<file path="src/rtl/ext_pkg.sv">
package ext_pkg;
    // Datapath and request geometry
    localparam int unsigned WORD_W = 16;
    localparam int unsigned PTR_N  = 4;
    localparam int unsigned ACC_N  = 4;
    localparam int unsigned SLOT_N = 4;
    localparam int unsigned RID_W  = 4;
    localparam int unsigned CODE_W = 8;

    typedef logic [WORD_W-1:0] word_t;
    typedef logic [RID_W-1:0]  rid_t;

    // Register ids seen by the merge stage
    localparam rid_t RID_LOW0  = 4'd4;
    localparam rid_t RID_HIGH0 = 4'd8;
    localparam rid_t RID_PTR0  = 4'd12;

    typedef enum logic [1:0] {
        STEP_HOLD,
        STEP_UP,
        STEP_DOWN,
        STEP_INDEX
    } step_e;

    typedef enum logic [2:0] {
        OPC_NONE,
        OPC_PTR,
        OPC_MOVE,
        OPC_STORE,
        OPC_LOAD,
        OPC_PAIR,
        OPC_DUAL
    } opc_e;

    typedef struct packed {
        opc_e       opc;
        logic [1:0] ptr;    // pointer used (first read pointer for the double load)
        logic [2:0] dst;    // destination id for move, load, pair
        logic [1:0] src;    // accumulator sub-word index
        logic       swap;   // pair form: read through P3, store through P0
        logic       via3;   // double load with pointer field 3
        logic       d_sel;
        logic       r_sel;
    } dec_t;
endpackage

</file>
<file path="src/rtl/ext_decode.sv">
// Extension-field decoder.
// Classifies the 8-bit field into an operation class, extracts the fields
// and states how each pointer must step. Assumes the field is only
// meaningful while valid_i is high; otherwise it yields no operation.
module ext_decode
    import ext_pkg::*;
(
    input  logic                  valid_i,
    input  logic [CODE_W-1:0]     code_i,
    output dec_t                  dec_o,
    output step_e [PTR_N-1:0]     step_o
);
    // Decode the field and derive per-pointer step kinds
    always_comb begin
        step_e      nstep;
        step_e      mstep;
        logic [1:0] first;
        nstep  = code_i[2] ? STEP_INDEX : STEP_UP;
        mstep  = code_i[3] ? STEP_INDEX : STEP_UP;
        first  = (code_i[1:0] != 2'd3) ? code_i[1:0] : {1'b0, code_i[5]};
        dec_o  = '0;
        dec_o.opc = OPC_NONE;
        for (int i = 0; i < PTR_N; i++) begin
            step_o[i] = STEP_HOLD;
        end
        if (valid_i) begin
            casez (code_i)
                8'b0000_00??: dec_o.opc = OPC_NONE;
                8'b0000_????: begin
                    dec_o.opc = OPC_PTR;
                    dec_o.ptr = code_i[1:0];
                    case (code_i[3:2])
                        2'b01:   step_o[code_i[1:0]] = STEP_DOWN;
                        2'b10:   step_o[code_i[1:0]] = STEP_UP;
                        default: step_o[code_i[1:0]] = STEP_INDEX;
                    endcase
                end
                8'b0001_????: begin
                    dec_o.opc = OPC_MOVE;
                    dec_o.dst = {1'b0, code_i[3:2]};
                    dec_o.src = code_i[1:0];
                end
                8'b001?_????: begin
                    dec_o.opc = OPC_STORE;
                    dec_o.ptr = code_i[1:0];
                    dec_o.src = code_i[4:3];
                    step_o[code_i[1:0]] = nstep;
                end
                8'b01??_????: begin
                    dec_o.opc = OPC_LOAD;
                    dec_o.ptr = code_i[1:0];
                    dec_o.dst = code_i[5:3];
                    step_o[code_i[1:0]] = nstep;
                end
                8'b10??_????: begin
                    dec_o.opc  = OPC_PAIR;
                    dec_o.dst  = {1'b0, code_i[5:4]};
                    dec_o.src  = {1'b1, code_i[0]};
                    dec_o.swap = code_i[1];
                    step_o[0]  = nstep;
                    step_o[3]  = mstep;
                end
                default: begin
                    dec_o.opc   = OPC_DUAL;
                    dec_o.ptr   = first;
                    dec_o.via3  = (code_i[1:0] == 2'd3);
                    dec_o.d_sel = code_i[5];
                    dec_o.r_sel = code_i[4];
                    step_o[first] = nstep;
                    step_o[3]     = mstep;
                end
            endcase
        end
    end
endmodule

</file>
<file path="src/rtl/ext_step.sv">
// Single pointer stepper.
// Adds +1, -1 or a signed step value to a pointer and keeps only the bits
// selected by MASK; bits outside the mask keep their old value. Modulo 2^16.
module ext_step
    import ext_pkg::*;
#(
    parameter word_t MASK = '1
)
(
    input  word_t cur_i,
    input  word_t idx_i,
    input  step_e kind_i,
    output word_t nxt_o
);
    word_t delta;
    word_t sum;

    // Pick the increment for this pointer
    always_comb begin
        case (kind_i)
            STEP_UP:    delta = word_t'(1);
            STEP_DOWN:  delta = '1;
            STEP_INDEX: delta = idx_i;
            default:    delta = '0;
        endcase
    end

    // Masked add: carries past the mask are dropped
    always_comb begin
        sum   = cur_i + delta;
        nxt_o = (cur_i & ~MASK) | (sum & MASK);
    end
endmodule

</file>
<file path="src/rtl/ext_route.sv">
// Request router.
// Turns a decoded field into memory read/store requests and up to four
// ordered write-request slots. Assumes ptr_cur_i holds the pre-instruction
// pointers and ptr_nxt_i the stepped ones; read data arrives combinationally.
module ext_route
    import ext_pkg::*;
#(
    parameter int PAGE_LSB = 10
)
(
    input  dec_t                   dec_i,
    input  logic                   wide_i,
    input  word_t [PTR_N-1:0]      ptr_cur_i,
    input  word_t [PTR_N-1:0]      ptr_nxt_i,
    input  word_t [ACC_N-1:0]      acc_i,
    input  word_t                  rd_a_data_i,
    input  word_t                  rd_b_data_i,
    output logic                   rd_a_en_o,
    output word_t                  rd_a_addr_o,
    output logic                   rd_b_en_o,
    output word_t                  rd_b_addr_o,
    output logic                   st_en_o,
    output word_t                  st_addr_o,
    output word_t                  st_data_o,
    output logic [SLOT_N-1:0]      slot_vld_o,
    output rid_t [SLOT_N-1:0]      slot_id_o,
    output word_t [SLOT_N-1:0]     slot_dat_o
);
    localparam int unsigned LAST = PTR_N - 1;

    // Build memory requests and the write-request slots
    always_comb begin
        logic [1:0] ld_p;
        logic [1:0] st_p;
        logic       same_page;
        ld_p        = dec_i.swap ? 2'd3 : 2'd0;
        st_p        = dec_i.swap ? 2'd0 : 2'd3;
        same_page   = ptr_cur_i[dec_i.ptr][WORD_W-1:PAGE_LSB] == ptr_cur_i[LAST][WORD_W-1:PAGE_LSB];
        rd_a_en_o   = 1'b0;
        rd_a_addr_o = '0;
        rd_b_en_o   = 1'b0;
        rd_b_addr_o = '0;
        st_en_o     = 1'b0;
        st_addr_o   = '0;
        st_data_o   = '0;
        slot_vld_o  = '0;
        slot_id_o   = '0;
        slot_dat_o  = '0;
        case (dec_i.opc)
            OPC_PTR: begin
                slot_vld_o[0] = 1'b1;
                slot_id_o[0]  = RID_PTR0 + rid_t'(dec_i.ptr);
                slot_dat_o[0] = ptr_nxt_i[dec_i.ptr];
            end
            OPC_MOVE: begin
                slot_vld_o[0] = 1'b1;
                slot_id_o[0]  = rid_t'(dec_i.dst);
                slot_dat_o[0] = acc_i[dec_i.src];
            end
            OPC_STORE: begin
                st_en_o       = 1'b1;
                st_addr_o     = ptr_cur_i[dec_i.ptr];
                st_data_o     = acc_i[dec_i.src];
                slot_vld_o[0] = 1'b1;
                slot_id_o[0]  = RID_PTR0 + rid_t'(dec_i.ptr);
                slot_dat_o[0] = ptr_nxt_i[dec_i.ptr];
            end
            OPC_LOAD: begin
                rd_a_en_o   = 1'b1;
                rd_a_addr_o = ptr_cur_i[dec_i.ptr];
                if (wide_i && dec_i.dst[2:1] == 2'b11) begin
                    slot_vld_o    = 4'b1111;
                    slot_id_o[0]  = RID_HIGH0 + rid_t'(dec_i.dst[0]);
                    slot_dat_o[0] = {WORD_W{rd_a_data_i[WORD_W-1]}};
                    slot_id_o[1]  = rid_t'(dec_i.dst);
                    slot_dat_o[1] = rd_a_data_i;
                    slot_id_o[2]  = RID_LOW0 + rid_t'(dec_i.dst[0]);
                    slot_dat_o[2] = '0;
                    slot_id_o[3]  = RID_PTR0 + rid_t'(dec_i.ptr);
                    slot_dat_o[3] = ptr_nxt_i[dec_i.ptr];
                end else begin
                    slot_vld_o    = 4'b0011;
                    slot_id_o[0]  = rid_t'(dec_i.dst);
                    slot_dat_o[0] = rd_a_data_i;
                    slot_id_o[1]  = RID_PTR0 + rid_t'(dec_i.ptr);
                    slot_dat_o[1] = ptr_nxt_i[dec_i.ptr];
                end
            end
            OPC_PAIR: begin
                rd_a_en_o     = 1'b1;
                rd_a_addr_o   = ptr_cur_i[ld_p];
                st_en_o       = 1'b1;
                st_addr_o     = ptr_cur_i[st_p];
                st_data_o     = acc_i[dec_i.src];
                slot_vld_o    = 4'b0111;
                slot_id_o[0]  = rid_t'(dec_i.dst);
                slot_dat_o[0] = rd_a_data_i;
                slot_id_o[1]  = RID_PTR0 + rid_t'(LAST);
                slot_dat_o[1] = ptr_nxt_i[LAST];
                slot_id_o[2]  = RID_PTR0;
                slot_dat_o[2] = ptr_nxt_i[0];
            end
            OPC_DUAL: begin
                rd_a_en_o     = 1'b1;
                rd_a_addr_o   = ptr_cur_i[dec_i.ptr];
                rd_b_en_o     = 1'b1;
                rd_b_addr_o   = same_page ? ptr_cur_i[dec_i.ptr] : ptr_cur_i[LAST];
                slot_vld_o    = 4'b1111;
                slot_id_o[0]  = dec_i.via3 ? rid_t'({2'b01, dec_i.r_sel}) : rid_t'({dec_i.d_sel, 1'b0});
                slot_dat_o[0] = rd_a_data_i;
                slot_id_o[1]  = dec_i.via3 ? rid_t'(dec_i.r_sel) : rid_t'({dec_i.r_sel, 1'b1});
                slot_dat_o[1] = rd_b_data_i;
                slot_id_o[2]  = RID_PTR0 + rid_t'(dec_i.ptr);
                slot_dat_o[2] = ptr_nxt_i[dec_i.ptr];
                slot_id_o[3]  = RID_PTR0 + rid_t'(LAST);
                slot_dat_o[3] = ptr_nxt_i[LAST];
            end
            default: ;
        endcase
    end
endmodule

</file>
<file path="src/rtl/ext_addr_unit.sv">
// Extension-field address unit (top).
// Holds the four address pointers, steps them per instruction and registers
// the ordered write requests for the merge stage. Assumes the data memory
// answers reads in the same cycle and that the merge stage accepts every
// request slot without back-pressure.
module ext_addr_unit
    import ext_pkg::*;
#(
    parameter int                          PAGE_LSB   = 10,
    parameter logic [PTR_N*WORD_W-1:0]     WRAP_MASKS = '1
)
(
    input  logic                       clk,
    input  logic                       rst_n,
    input  logic                       ins_valid,
    input  logic [CODE_W-1:0]          ins_ext,
    input  logic                       wide_mode,
    input  logic [PTR_N*WORD_W-1:0]    idx_vals,
    input  logic [ACC_N*WORD_W-1:0]    acc_vals,
    output logic                       rd_a_en,
    output logic [WORD_W-1:0]          rd_a_addr,
    input  logic [WORD_W-1:0]          rd_a_data,
    output logic                       rd_b_en,
    output logic [WORD_W-1:0]          rd_b_addr,
    input  logic [WORD_W-1:0]          rd_b_data,
    output logic                       st_en,
    output logic [WORD_W-1:0]          st_addr,
    output logic [WORD_W-1:0]          st_data,
    output logic [SLOT_N-1:0]          wb_vld,
    output logic [SLOT_N*RID_W-1:0]    wb_id,
    output logic [SLOT_N*WORD_W-1:0]   wb_dat,
    output logic [PTR_N*WORD_W-1:0]    ptr_vals
);
    dec_t                  dec;
    step_e [PTR_N-1:0]     step;
    word_t [PTR_N-1:0]     ptr_q;
    word_t [PTR_N-1:0]     ptr_nxt;
    word_t [PTR_N-1:0]     idx_w;
    word_t [ACC_N-1:0]     acc_w;
    logic  [SLOT_N-1:0]    slot_vld;
    rid_t  [SLOT_N-1:0]    slot_id;
    word_t [SLOT_N-1:0]    slot_dat;
    logic  [SLOT_N-1:0]    vld_q;
    rid_t  [SLOT_N-1:0]    id_q;
    word_t [SLOT_N-1:0]    dat_q;

    assign idx_w = idx_vals;
    assign acc_w = acc_vals;

    ext_decode u_dec (
        .valid_i (ins_valid),
        .code_i  (ins_ext),
        .dec_o   (dec),
        .step_o  (step)
    );

    // One stepper per pointer, each with its own wrap mask
    for (genvar g = 0; g < PTR_N; g++) begin : g_step
        ext_step #(
            .MASK (WRAP_MASKS[g*WORD_W +: WORD_W])
        ) u_step (
            .cur_i  (ptr_q[g]),
            .idx_i  (idx_w[g]),
            .kind_i (step[g]),
            .nxt_o  (ptr_nxt[g])
        );
    end

    ext_route #(
        .PAGE_LSB (PAGE_LSB)
    ) u_route (
        .dec_i       (dec),
        .wide_i      (wide_mode),
        .ptr_cur_i   (ptr_q),
        .ptr_nxt_i   (ptr_nxt),
        .acc_i       (acc_w),
        .rd_a_data_i (rd_a_data),
        .rd_b_data_i (rd_b_data),
        .rd_a_en_o   (rd_a_en),
        .rd_a_addr_o (rd_a_addr),
        .rd_b_en_o   (rd_b_en),
        .rd_b_addr_o (rd_b_addr),
        .st_en_o     (st_en),
        .st_addr_o   (st_addr),
        .st_data_o   (st_data),
        .slot_vld_o  (slot_vld),
        .slot_id_o   (slot_id),
        .slot_dat_o  (slot_dat)
    );

    // Pointer state and registered write requests
    always_ff @(posedge clk) begin
        if (!rst_n) begin
            ptr_q <= '0;
            vld_q <= '0;
            id_q  <= '0;
            dat_q <= '0;
        end else begin
            ptr_q <= ptr_nxt;
            vld_q <= slot_vld;
            id_q  <= slot_id;
            dat_q <= slot_dat;
        end
    end

    assign wb_vld   = vld_q;
    assign wb_id    = id_q;
    assign wb_dat   = dat_q;
    assign ptr_vals = ptr_q;
endmodule

</file>
<file path="config.mk">
export PLATFORM = sky130hd
export DESIGN_NAME = ext_addr_unit
export DESIGN_NICKNAME = d
export VERILOG_FILES = /design/src/rtl/ext_pkg.sv /design/src/rtl/ext_decode.sv /design/src/rtl/ext_step.sv /design/src/rtl/ext_route.sv /design/src/rtl/ext_addr_unit.sv
export SDC_FILE = /design/constraint.sdc
export NUM_CORES = 1
export LEC_CHECK = 0
export ABC_AREA = 1
export BUFFER_PORTS_ARGS = -buffer_cell sky130_fd_sc_hd__buf_2
export CORE_MARGIN = 2
export CORE_UTILIZATION = 46
export CTS_BUF_LIST = sky130_fd_sc_hd__clkbuf_16
export DETAILED_ROUTE_END_ITERATION = 6
export GPL_TIMING_DRIVEN = 0
export PLACE_DENSITY = 0.77
export REMOVE_ABC_BUFFERS = 1
export SYNTH_ARGS = -nofsm -noshare
export SYNTH_HDL_FRONTEND = slang
export SYNTH_SLANG_ARGS = --single-unit
</file>
<file path="constraint.sdc">
create_clock -name clk -period 9.59 [get_ports clk]
set_clock_uncertainty 0.05 [all_clocks]
set_input_delay 0 -clock clk [delete_from_list [all_inputs] [get_ports clk]]
set_output_delay 0 -clock clk [all_outputs]
set_load 0.01 [all_outputs]
</file>
== After elaboration in Yosys (flattened, before gate mapping) ==
Cells that the tools add are included.

* Register bits after elaboration: 148
* Input bits: 172
* Output and inout bits: 215
* Word-level logic and storage cells: 141

* Add/subtract/negate cells: 7
* $lt $le $gt $ge: 8
* Equality and inequality tests: 28
* Mux-type cells: 67
* Bitwise logic cells: 2
* Reductions and logical operators: 16

{| class="wikitable"
|+ Operators by type and width
! cell !! count
|-
| $pmux 16 s3 || 4
|-
| $bmux 16 s2 || 5
|-
| $mux 16 || 8
|-
| $pmux 16 s2 || 3
|-
| $pmux 32 s3 || 1
|-
| $add 16x16->16 || 4
|-
| $mux 32 || 2
|-
| $pmux 16 s4 || 1
|-
| $mux 2 || 13
|-
| $eq 2x2->1 const B || 12
|-
| $mux 8 || 3
|-
| $pmux 8 s3 || 1
|-
| $lt 2x3->1 const B || 6
|-
| $pmux 3 s3 || 2
|-
| $pmux 4 s4 || 1
|-
| $pmux 8 s2 || 1
|-
| $pmux 3 s5 || 1
|-
| $mux 14 || 1
|-
| $reduce_or 2->1 || 7
|-
| $eq 2x1->1 const B || 6
|-
| $mux 3 || 4
|-
| $pmux 2 s3 || 2
|-
| $pmux 4 s3 || 1
|-
| $reduce_or 5->1 || 2
|-
| other kinds (23) || 37
|}

== Depth between registers and ports, before layout ==
* Depth after elaboration: 17
* Gate-level depth with buffers: 27
* Mapped depth without buffers: 27

== Cells and area by module ==
Synthesis repeated with hierarchy kept, for this count alone.

* Cell total of the unflattened synthesis: 2202
* Area total of the unflattened synthesis: 13025.0 sq um

{| class="wikitable"
|+ By module, submodules not included
! module !! times used !! cells each !! area an instance (sq um) !! sequential area each (sq um)
|-
| ext_addr_unit || 1 || 460 || 4184.0 || 2962.8
|-
| ext_route || 1 || 746 || 3723.6 || 0.0
|-
| ext_step at g_step[2].u_step ... || 2 || 215 || 1107.3 || 0.0
|-
| ext_step at g_step[0].u_step ... || 2 || 215 || 1097.3 || 0.0
|-
| ext_decode || 1 || 136 || 708.2 || 0.0
|}

== Worst setup path after synthesis ==
Ideal clock, no wire load.

* Kind: in2reg
* Start point: input port ins_ext[6]
* End point: register dat_q (netlist bit wb_dat[24])
* Library setup time: 0.070 ns
* Arrival: 3.516 ns
* Data required time: 9.470 ns
* Slack: 5.953 ns
* Cell stages on the path: 22
* Path buffers: 1
* Path through: inv_1 ha_1 inv_1 nand4_1 buf_2 nor2_1 nor2_1 nand2_1 inv_1 nand2_1 o21ai_0 ha_1 fa_1 nand3_1 nand3_1 a21boi_0 o21ai_0 xor2_1 inv_1 o21ai_0 nand3_1 a21oi_1

* Cells in the longest elaborated chain, start to end: 12
* Elaborated cells on any way between the ends: 52
* Those cells by class: add/sub (4); eq/ne (20); mux (22); reduce/logical (6)

{| class="wikitable"
|+ Ends and longest elaborated chain
! what !! line !! source
|-
| start: declaration || ext_addr_unit.sv:16 || <nowiki>input logic [CODE_W-1:0] ins_ext,</nowiki>
|-
| $eq 4x1->1, or another cell as far along || ext_decode.sv:27 || <nowiki>casez (code_i)</nowiki>
|-
| $reduce_or 2->1 (no source line) || - ||
|-
| $pmux 4 s3, or another cell as far along || ext_decode.sv:27 ||
|-
| $mux 4 / $mux 2 (equally long branches) || ext_decode.sv:27 ||
|-
| $mux 8 || ext_decode.sv:26 || <nowiki>if (valid_i) begin</nowiki>
|-
| $eq 2x2->1 / $eq 2x1->1 (equally long branches) || ext_step.sv:20 || <nowiki>case (kind_i)</nowiki>
|-
| $pmux 16 s3 || ext_step.sv:20 ||
|-
| $add 16x16->16 || ext_step.sv:30 || <nowiki>sum = cur_i + delta;</nowiki>
|-
| $bmux 16 s2 || ext_route.sv:86 || <nowiki>slot_dat_o[1] = ptr_nxt_i[dec_i.ptr];</nowiki>
|-
| $mux 16 (implied by the code) || ext_route.sv:86 ||
|-
| $mux 32 || ext_route.sv:71 || <nowiki>if (wide_i && dec_i.dst[2:1] == 2'b11) begin</nowiki>
|-
| $pmux 32 s3 * || ext_route.sv:49 || <nowiki>case (dec_i.opc)</nowiki>
|-
| end signal: assignment || ext_addr_unit.sv:102 || <nowiki>dat_q <= slot_dat;</nowiki>
|-
| end: declaration || ext_addr_unit.sv:45 || <nowiki>word_t [SLOT_N-1:0] dat_q;</nowiki>
|}

Every way passes the cells marked *; elsewhere a longest branch is shown, timed or not. The select of a mux whose other input is x is not followed.
A chain may end at the register's enable or synchronous reset.

== Final worst setup path ==
* Start point: input port ins_ext[6]
* End point: register dat_q (netlist bit wb_dat[12])

* Cells in the longest elaborated chain, start to end: 11
* Elaborated cells on any way between the ends: 61
* Those cells by class: add/sub (4); eq/ne (23); mux (26); reduce/logical (8)

{| class="wikitable"
|+ Ends and longest elaborated chain
! what !! line
|-
| $eq 4x1->1, or another cell as far along || ext_decode.sv:27
|-
| $reduce_or 2->1 (no source line) || -
|-
| $pmux 4 s3, or another cell as far along || ext_decode.sv:27
|-
| $mux 4 / $mux 2 (equally long branches) || ext_decode.sv:27
|-
| $mux 8 || ext_decode.sv:26
|-
| $eq 2x2->1 / $eq 2x1->1 (equally long branches) || ext_step.sv:20
|-
| $pmux 16 s3 || ext_step.sv:20
|-
| $add 16x16->16 || ext_step.sv:30
|-
| $bmux 16 s2 || ext_route.sv:53, ext_route.sv:66
|-
| $mux 16 (implied by the code) || ext_route.sv:53, ext_route.sv:66
|-
| $pmux 16 s4 * || ext_route.sv:49
|}

Marked as above.

==> impl_metrics.csv <==
group,metric,value,unit
run_status,outcome,"complete, no violations",
global_routing,grt_first_pass_wirelength,74.7,mm
global_routing,grt_start_max_net_pins,72,
drt,detail_route.drc_violations,0,
place,instance_area_after_placement,13900,um^2
critical_path,critPathCaptureType,"register",
finish,antennaDiodeCount,0,
yosys,synth-main-ff-cell,"dfxtp_1",
sta,max_slew.worst_pin.slew,1320,ps
yosys,syn_avg_cell_area,6.05,um^2
place,port_buffers,386,
yosys,synth-adder-area-share,0.0762,
floorplan,chipWidth,165,um
power_and_ir_drop,power.density,152,nW/um^2
power_and_ir_drop,p_leak,8.20,nW
drt,drt.antenna.violating_nets,0,
finish,finish.instance_area,15000,um^2
worst_hold_path,hold_path.class,"primary input to register",
floorplan,start_util,0.471,
clock_network,cts_max_level,4,
critical_path,worstPathMaxFanout,15,
finish,layout.cells.most_common,"nand2_1",
yosys,ys_warn_count,0,
place,dp.final_hpwl,39.4,mm
clock_network,cts-hold-fix-buffers,40,
sta,period_minus_slack,5390,ps
yosys,synthArstFlopShare,0,
critical_path,timing.critical_path.from_type,"primary input",
run,timing.max_cap.violations,0,
clock_network,cts_root_buf,"clkbuf_16",
finish,finalNonFillerCells,2671,
global_routing,number_of_global_route_vias_before_repair,13867,
finish,flow.area_growth_from_synthesis,25.7,%
yosys,number_of_enable_flip_flop_cells_after_synthesis,0,
sta,totalNegativeSetupSlack,0,ps
drt,dr_total_vias,15160,
power_and_ir_drop,vdd_ir_drop_max,0.0955,mV
clock_network,cts_tree,"yes",
sta,clock.fmax,186,MHz
global_routing,grt_overflow,0,
clock_network,clk_latency,440,ps
clock_network,longest_clk_path_bufs,2,
place,gpl.final_weighted_congestion,0.979,
clock_network,cts_resized,0,
yosys,synth.distinct_cells,53,
global_routing,antenna_violations_before_repair,1,
clock_network,clock_sink_count,146,
yosys,yosysSeqAreaShare,0.246,
yosys,synth-xor-area-share,0.0265,
critical_path,timing.critical_path.arrival,5670,ps
sta,unrepaired_setup_endpoints_after_global_routing,"no",
floorplan,fp.dieH,165,um
yosys,syn-cell-area,11900,um^2
yosys,synth_cells,1966,
sta,max-slew-margin-rel,0.122,
clock_network,clkTransAtPathRegs,70,ps
drt,routed_wirelength,50.7,mm
yosys,synth_compound_gate_area_share,0.198,
sta,final_max_slew_viol_count,0,
finish,layout.cells.most_common_list,"479 x nand2_1, 386 x buf_2, 251 x nor2_1",
floorplan,num_rows,58,
floorplan,die_outline_area,27200,um^2
finish,final_layout_size_suffix_gt1_frac,0.199,
drt,post_drt_wl_per_cell,19.0,um
yosys,synth_top_family_by_area,"simple AND/OR/NAND/NOR gates",
yosys,synth_mux_area_frac,0.000842,
sta,final.period_utilization,0.562,
clock_network,post_cts.repair.setup_buffers,0,
drt,avgViaCountPerCell,5.68,
clock_network,numCtsBuffers,17,
floorplan,design.portCount,387,
place,placed_cells_incl_taps,2599,
yosys,simple_logic_cell_fraction_of_the_synthesized_area,0.344,
sta,hold_viol,0,
drt,dr.first_iter.drc_count,1472,
floorplan,coreArea,25300,um^2
critical_path,criticalPathCategory,"primary input to register",
yosys,synth-seq-cells,146,
critical_path,worst_ep_required_time,9870,ps
sta,setup_failing_eps_final,0,
drt,drt_pass1_iterations,6,
global_routing,grt_usage,0.360,
finish,fin_nets,2570,
Yosys cell counts, types with 6 or more instances:
library cell	number	share of area
a21boi_0	8	0.0050
a21o_1	7	0.0044
a21oi_1	171	0.072
a221oi_1	9	0.0066
a31oi_1	8	0.0042
buf_2	35	0.015
clkbuf_1	39	0.012
dfxtp_1	146	0.25
ha_1	66	0.069
inv_1	221	0.070
inv_2	9	0.0028
nand2_1	480	0.15
nand3_1	192	0.081
nand3b_1	7	0.0044
nand4_1	12	0.0063
nor2_1	253	0.080
nor2_2	7	0.0037
nor3_1	9	0.0038
o211ai_1	15	0.0095
o21ai_0	107	0.045
o21ai_1	6	0.0025
o21bai_1	10	0.0063
o22ai_1	48	0.025
or2_2	6	0.0032
xnor2_1	9	0.0066
xor2_1	27	0.020
worst max-delay path: stages:
cell and delay [ps]:
buf_2 100, inv_1 60, ha_1 240, inv_1 210, nand4_1 550, inv_1 340
nand2_1 120, nand2_1 150, nor2_1 70, inv_1 410, o21ai_0 400, ha_1 370
fa_1 450, nand3_1 90, nand3_1 170, nand3_1 200, nand4_1 140, a31oi_1 370
o21ai_0 360, nand3_1 190, a31oi_1 80, dlygate4sd3_1 590
registers in the layout, summed over array words and instances (netlist names):
signal / count
wb_vld: 4
ptr_vals: 64
wb_id: 14
wb_dat: 64
kinds of logic (layout without fill, tap and decap cells):
kind of cell             Yosys count  in the layout
XOR/XNOR                          36             36
buffers and inverters            320            695
AO/OA/AOI/OAI                    414            414
adder cells (fa/ha/maj)           70             70
multiplexers                       1              1
AND/OR/NAND/NOR                  979            979
flip-flops                       146            146
where the power goes:
group | leakage (nW) | internal, mW | switching, mW
sequential | 1.19 | 0.657 | 0.0771
clock | 0.300 | 0.397 | 0.320
combinational | 6.72 | 0.274 | 0.547
metal layers:
layer / global-route usage / vias to the layer above / routed length, um
met5: 0 / - / 0
met4: 0.162 / 0 / 2220
met3: 0.0457 / 131 / 4120
met2: 0.613 / 841 / 23800
met1: 0.455 / 6980 / 20600
li1: - / 7208 / -
path summary, 6_finish.rpt:
| kind | slack [ps] | depth (start not counted) | end | startpoint |
|---|---|---|---|---|
| hold / removal | 10 | 5 | wb_id[5] | ins_ext[4] |
| setup reg to reg | 6190 | 11 | wb_dat[12] | ptr_vals[32] |
| hold reg to reg | 620 | 3 | ptr_vals[32] | ptr_vals[32] |
| setup / recovery | 4200 | 22 | wb_dat[12] | ins_ext[6] |
stage by stage:
stage / setup slack (ps) / util / power [mW] / hold slack, ps
global placement: 3800 / 0.547 / 1.51 / 238
detailed placement: 4010 / 0.552 / 1.53 / 242
floorplan: 5670 / - / 1.21 / 47.6
CTS: 4440 / 0.592 / 2.25 / 6.18
global route: 3870 / 0.592 / 2.39 / 37.6
finish: 4200 / 0.592 / 2.27 / 10.5
area by class of cell:
cell class                 count  area, um^2
clock buffer                  17         425
tap                          330         413
multi-input combinational   1500        7700
fill                        2453       10300
inverter                     232         876
clock inverter                15         184
timing repair buffer         431        2430
sequential                   146        2920
Note: power is estimated with default switching activity, not from simulation.
